--- config.mk ---
export PLATFORM = sky130hd
export DESIGN_NAME = dual_class_intc
export DESIGN_NICKNAME = d
export VERILOG_FILES = /design/src/rtl/intc_pkg.sv /design/src/rtl/intc_decode.sv /design/src/rtl/intc_class_bank.sv /design/src/rtl/intc_rdmux.sv /design/src/rtl/dual_class_intc.sv
export SDC_FILE = /design/constraint.sdc
export NUM_CORES = 1
export LEC_CHECK = 0
export BUFFER_PORTS_ARGS = -buffer_cell sky130_fd_sc_hd__buf_2
export CORE_UTILIZATION = 55
export DETAILED_ROUTE_END_ITERATION = 8
export GPL_ROUTABILITY_DRIVEN = 0
export PLACE_DENSITY = 0.81
export SKIP_CTS_REPAIR_TIMING = 1
export SYNTH_ARGS = -nofsm -noshare
export SYNTH_HDL_FRONTEND = slang
export SYNTH_HIERARCHICAL = 1
export SYNTH_SLANG_ARGS = --single-unit
export TNS_END_PERCENT = 100
--- constraint.sdc ---
create_clock -name clk -period 2.2 [get_ports clk]
set_input_delay 0 -clock clk [delete_from_list [all_inputs] [get_ports clk]]
set_output_delay 0 -clock clk [all_outputs]
set_load 0.02 [all_outputs]
--- src/rtl/intc_pkg.sv ---
package intc_pkg;
  localparam int NCLASS  = 2;
  localparam int ADDR_W  = 3;
  localparam int CLS_BIT = 2;

  typedef enum logic [1:0] {
    FN_MASKED = 2'd0,
    FN_RAW    = 2'd1,
    FN_ENSET  = 2'd2,
    FN_ENCLR  = 2'd3
  } fn_e;
endpackage

--- src/rtl/intc_decode.sv ---
module intc_decode
  import intc_pkg::*;
(
  input  logic              clk,
  input  logic              rst_n,
  input  logic              bus_sel,
  input  logic              bus_we,
  input  logic [ADDR_W-1:0] bus_addr,
  output logic [NCLASS-1:0] set_stb,
  output logic [NCLASS-1:0] clr_stb,
  output logic              rd_stb,
  output logic              rd_cls,
  output fn_e               rd_fn,
  output logic              err_q
);
  fn_e  fn;
  logic cls;
  logic ro_wr;
  logic err_d;

  assign fn     = fn_e'(bus_addr[1:0]);
  assign cls    = bus_addr[CLS_BIT];
  assign rd_stb = bus_sel && !bus_we;
  assign rd_cls = cls;
  assign rd_fn  = fn;

  for (genvar c = 0; c < NCLASS; c++) begin : g_cls
    assign set_stb[c] = bus_sel && bus_we && (cls == c[0]) && (fn == FN_ENSET);
    assign clr_stb[c] = bus_sel && bus_we && (cls == c[0]) && (fn == FN_ENCLR);
  end

  always_comb begin
    ro_wr = bus_sel && bus_we && ((fn == FN_MASKED) || (fn == FN_RAW));
    err_d = ro_wr;
  end

  always_ff @(posedge clk or negedge rst_n) begin
    if (!rst_n) err_q <= 1'b0;
    else        err_q <= err_d;
  end
endmodule

--- src/rtl/intc_class_bank.sv ---
module intc_class_bank #(
  parameter int DW = 32
) (
  input  logic          clk,
  input  logic          rst_n,
  input  logic [DW-1:0] src,
  input  logic          set_stb,
  input  logic          clr_stb,
  input  logic [DW-1:0] wdata,
  output logic [DW-1:0] mask_q,
  output logic [DW-1:0] masked,
  output logic          line
);
  logic [DW-1:0] mask_d;
  logic          mask_en;

  always_comb begin
    mask_en = set_stb || clr_stb;
    mask_d  = mask_q;
    if (set_stb)      mask_d = mask_q | wdata;
    else if (clr_stb) mask_d = mask_q & ~wdata;
  end

  always_ff @(posedge clk or negedge rst_n) begin
    if (!rst_n)       mask_q <= '0;
    else if (mask_en) mask_q <= mask_d;
  end

  assign masked = src & mask_q;
  assign line   = |masked;
endmodule

--- src/rtl/intc_rdmux.sv ---
module intc_rdmux
  import intc_pkg::*;
#(
  parameter int DW = 32
) (
  input  logic                      clk,
  input  logic                      rst_n,
  input  logic                      rd_stb,
  input  logic                      rd_cls,
  input  fn_e                       rd_fn,
  input  logic [NCLASS-1:0][DW-1:0] raw,
  input  logic [NCLASS-1:0][DW-1:0] masked,
  input  logic [NCLASS-1:0][DW-1:0] mask,
  output logic [DW-1:0]             rdata_q
);
  logic [DW-1:0] rdata_d;

  always_comb begin
    rdata_d = '0;
    if (rd_stb) begin
      unique case (rd_fn)
        FN_MASKED: rdata_d = masked[rd_cls];
        FN_RAW:    rdata_d = raw[rd_cls];
        default:   rdata_d = mask[rd_cls];
      endcase
    end
  end

  always_ff @(posedge clk or negedge rst_n) begin
    if (!rst_n) rdata_q <= '0;
    else        rdata_q <= rdata_d;
  end
endmodule

--- src/rtl/dual_class_intc.sv ---
module dual_class_intc
  import intc_pkg::*;
#(
  parameter int DW = 32
) (
  input  logic              clk,
  input  logic              rst_n,
  input  logic [DW-1:0]     src_irq,
  input  logic [DW-1:0]     src_fiq,
  input  logic              bus_sel,
  input  logic              bus_we,
  input  logic [ADDR_W-1:0] bus_addr,
  input  logic [DW-1:0]     bus_wdata,
  output logic [DW-1:0]     bus_rdata,
  output logic              bus_err,
  output logic              irq_o,
  output logic              fiq_o
);
  logic [NCLASS-1:0]         set_stb, clr_stb;
  logic                      rd_stb, rd_cls;
  fn_e                       rd_fn;
  logic [NCLASS-1:0][DW-1:0] raw_all, masked_all, mask_all;
  logic [NCLASS-1:0]         line_all;
  logic [DW-1:0]             irq_mask_w, fiq_mask_w;

  assign raw_all[0] = src_irq;
  assign raw_all[1] = src_fiq;

  intc_decode u_dec (
    .clk     (clk),
    .rst_n   (rst_n),
    .bus_sel (bus_sel),
    .bus_we  (bus_we),
    .bus_addr(bus_addr),
    .set_stb (set_stb),
    .clr_stb (clr_stb),
    .rd_stb  (rd_stb),
    .rd_cls  (rd_cls),
    .rd_fn   (rd_fn),
    .err_q   (bus_err)
  );

  for (genvar c = 0; c < NCLASS; c++) begin : g_bank
    intc_class_bank #(.DW(DW)) u_bank (
      .clk    (clk),
      .rst_n  (rst_n),
      .src    (raw_all[c]),
      .set_stb(set_stb[c]),
      .clr_stb(clr_stb[c]),
      .wdata  (bus_wdata),
      .mask_q (mask_all[c]),
      .masked (masked_all[c]),
      .line   (line_all[c])
    );
  end

  intc_rdmux #(.DW(DW)) u_rd (
    .clk    (clk),
    .rst_n  (rst_n),
    .rd_stb (rd_stb),
    .rd_cls (rd_cls),
    .rd_fn  (rd_fn),
    .raw    (raw_all),
    .masked (masked_all),
    .mask   (mask_all),
    .rdata_q(bus_rdata)
  );

  assign irq_o      = line_all[0];
  assign fiq_o      = line_all[1];
  assign irq_mask_w = mask_all[0];
  assign fiq_mask_w = mask_all[1];
endmodule

==> qor.txt <==
Aggregate routed wire length: 18100 µm
Global-route wire length before repair: 27950 µm
Clk sinks: 97
RSZ-0062 raised after global routing: true
Commonest non-fill, non-tap cell in the layout: buf_2
# fillers: 810
Critical path class: reg -> out
DP HPWL: 12020 µm
Final non-filler cell total: 931
CP max FO: 2
Max cap viols: 0
Top-Level Pins: 138
Largest buffer count on any clock path: 2
Cell taking the most area after synthesis: dfrtp_1
Die span in y: 105.5 µm
Largest net degree at the start of global routing: 68
Sequential Power Share: 0.454
Iter 0 DRT Violations: 513
Combinational power share: 0.285
Post-place instance area: 0.006693 mm²
Die W: 105.5 µm
Gr ovfl total: 0
Area Overhead vs Synth: 24.88%
FF/Latch Area: 0.002427 mm²
Cells after Synth: 632
Switching share of power: 0.3017
Final Hold Fails: 0
Final worst slack: -352.5 ps
Largest cells by area after synthesis: dfrtp_1, a22o_1, nand3b_1
Crit path arrival time: 2550 ps
Design Area, Final: 0.007353 mm²
Syn. warnings: 6
Vias in the first global route: 5600
Sum of negative setup slack: -702.2 ps
WL per Instance: 19.44 µm
Hold_ws: 17.19 ps
Worst-path cell chain: and2_4 > or4_1 > or4_4 > or4_4 > buf_6
Clk network pwr share: 0.261
Clk_skew: 9.467 ps
Maximum vdd drop: 414.0 µV
CP Launch Type: register
Syn_nets: 735
Row count: 37
Starting density of the core: 0.5678
Fraction of layout cells with a size suffix above 1: 0.2629
Pre-antenna DRT Iters: 6
Via/cell ratio: 6.282
I/O Buffers: 137
Critical Path RT: 2200 ps
Max incr delay on CP: 570 ps
Area of the multi-input gates: 0.003233 mm²
H-tree depth: 3
Layout net count: 893
FMAX: 391.8 MHz
Min cycle time layout: 2552 ps
Power density over cell area: 692.2 mW/mm²
CP most frequent cell: or4_4
Post-synthesis sequential area ratio: 0.4122
Worst-path clk slew: 90 ps
Via count: 5849
Setup slack at placement: -15.01 ps
Post-synthesis average cell area: 9.317 µm²
Core ar.: 0.01037 mm²
Period utilization: 1.160
FF+latch count, synth: 97
Final setup viols: 2
Dpl cells: 876
CTS buffer count: 9
Status: finished with violations
Most frequent cells in the layout: buf_2, nand2_1, dfrtp_1
CP top delay family: simple AND/OR/NAND/NOR gates
Full die area: 0.01112 mm²
Antenna violations before repair: 0
Slew Viols, Final: 0
CTS tree: built
P_sw: 1.536 mW
Post-Route Utilization: 0.7091
Share of the synthesized area in the top cell type: 0.4122
Post-route ant nets: 0
CTS root buffer: clkbuf_8
Failing checks: negative setup slack
Buf/Inv on CP: 1
Gr usage total: 0.3228
Min-delay worst type: in -> reg
Worst-Skew Late Latency: 360 ps
Slew HR: 0.4232
Pint: 3.555 mW
Total Power: 5.090 mW
Leakage: 3.433 nW
Slowest stage cell, crit path: or4_4
Syn Std Cell Area: 0.005888 mm²
Worst Tran Pin Value: 864.3 ps
N_diodes: 0
DRC Markers: 0
Critical Path Sink Type: output pin
Yosys cell types: 27
[Yosys cell counts (all sizes together)]
library cell and instances:
o21a 31, o211a 1, nand2b 1, mux4 1, a21oi 31, nand3 1, nor2 34, nand4 1
mux2i 32, or4 18, dfrtp 97, or3b 10, nand3b 52, clkbuf 20, and2 64, nand2 97
inv 1, or2 9, a22o 64, nor3 2, a32oi 31, buf 33, and2b 1
[power groups by stage]
stage | clock, mW | combinational [mW] | sequential [mW]
6_report | 1.33 | 1.45 | 2.31
5_1_grt | 1.41 | 1.56 | 2.35
4_1_cts | 1.34 | 1.30 | 2.30
3_5_place_dp | 0 | 1.29 | 2.34
3_3_place_gp | 0 | 1.25 | 2.31
2_1_floorplan | 0 | 0.814 | 2.32
[per-layer routing]
metal / part of all wire / GRT usage / vias to the layer above
li1: - / - / 2607
met1: 0.41 / 0.4295 / 2827
met2: 0.47 / 0.5160 / 358
met3: 0.094 / 0.05504 / 57
met4: 0.029 / 0.1479 / 0
met5: 0 / 0 / -
[cell type report]
cell class | count | share of cell area
Clock buffer | 12 | 0.02110
Multi-Input combinational cell | 481 | 0.4397
Clock inverter | 4 | 0.01021
Timing Repair Buffer | 200 | 0.1753
Inverter | 1 | 0.0005105
Tap cell | 136 | 0.02314
Sequential cell | 97 | 0.3301
[cells by family after synthesis]
kind of cell | Yosys count | synth area share
simple gates | 290 | 0.2731
compound gates | 158 | 0.2089
flops | 97 | 0.4122
buf+inv | 54 | 0.04760
mux | 33 | 0.05822
[worst register-to-register path, delay by kind of cell (launching register included)]
kind	cells	cell delay, ps
AO/OA/AOI/OAI	2	410
AND/OR/NAND/NOR	2	510
flip-flops	1	400
[path summary, 6_finish.rpt]
kind	from	to	slack [ps]	cells after the start
min in group asynchronous	rst_n	async pin	210	2
setup reg to reg	register	u_rd/rdata_q[20]	820	4
max in group asynchronous	rst_n	async pin	1290	3
hold reg to reg	register	register	520	1
setup / recovery	register	fiq_o	-350	5
hold / removal	src_irq[14]	u_rd/rdata_q[14]	20	4
No activity file was read; power rests on OpenSTA's default activity.
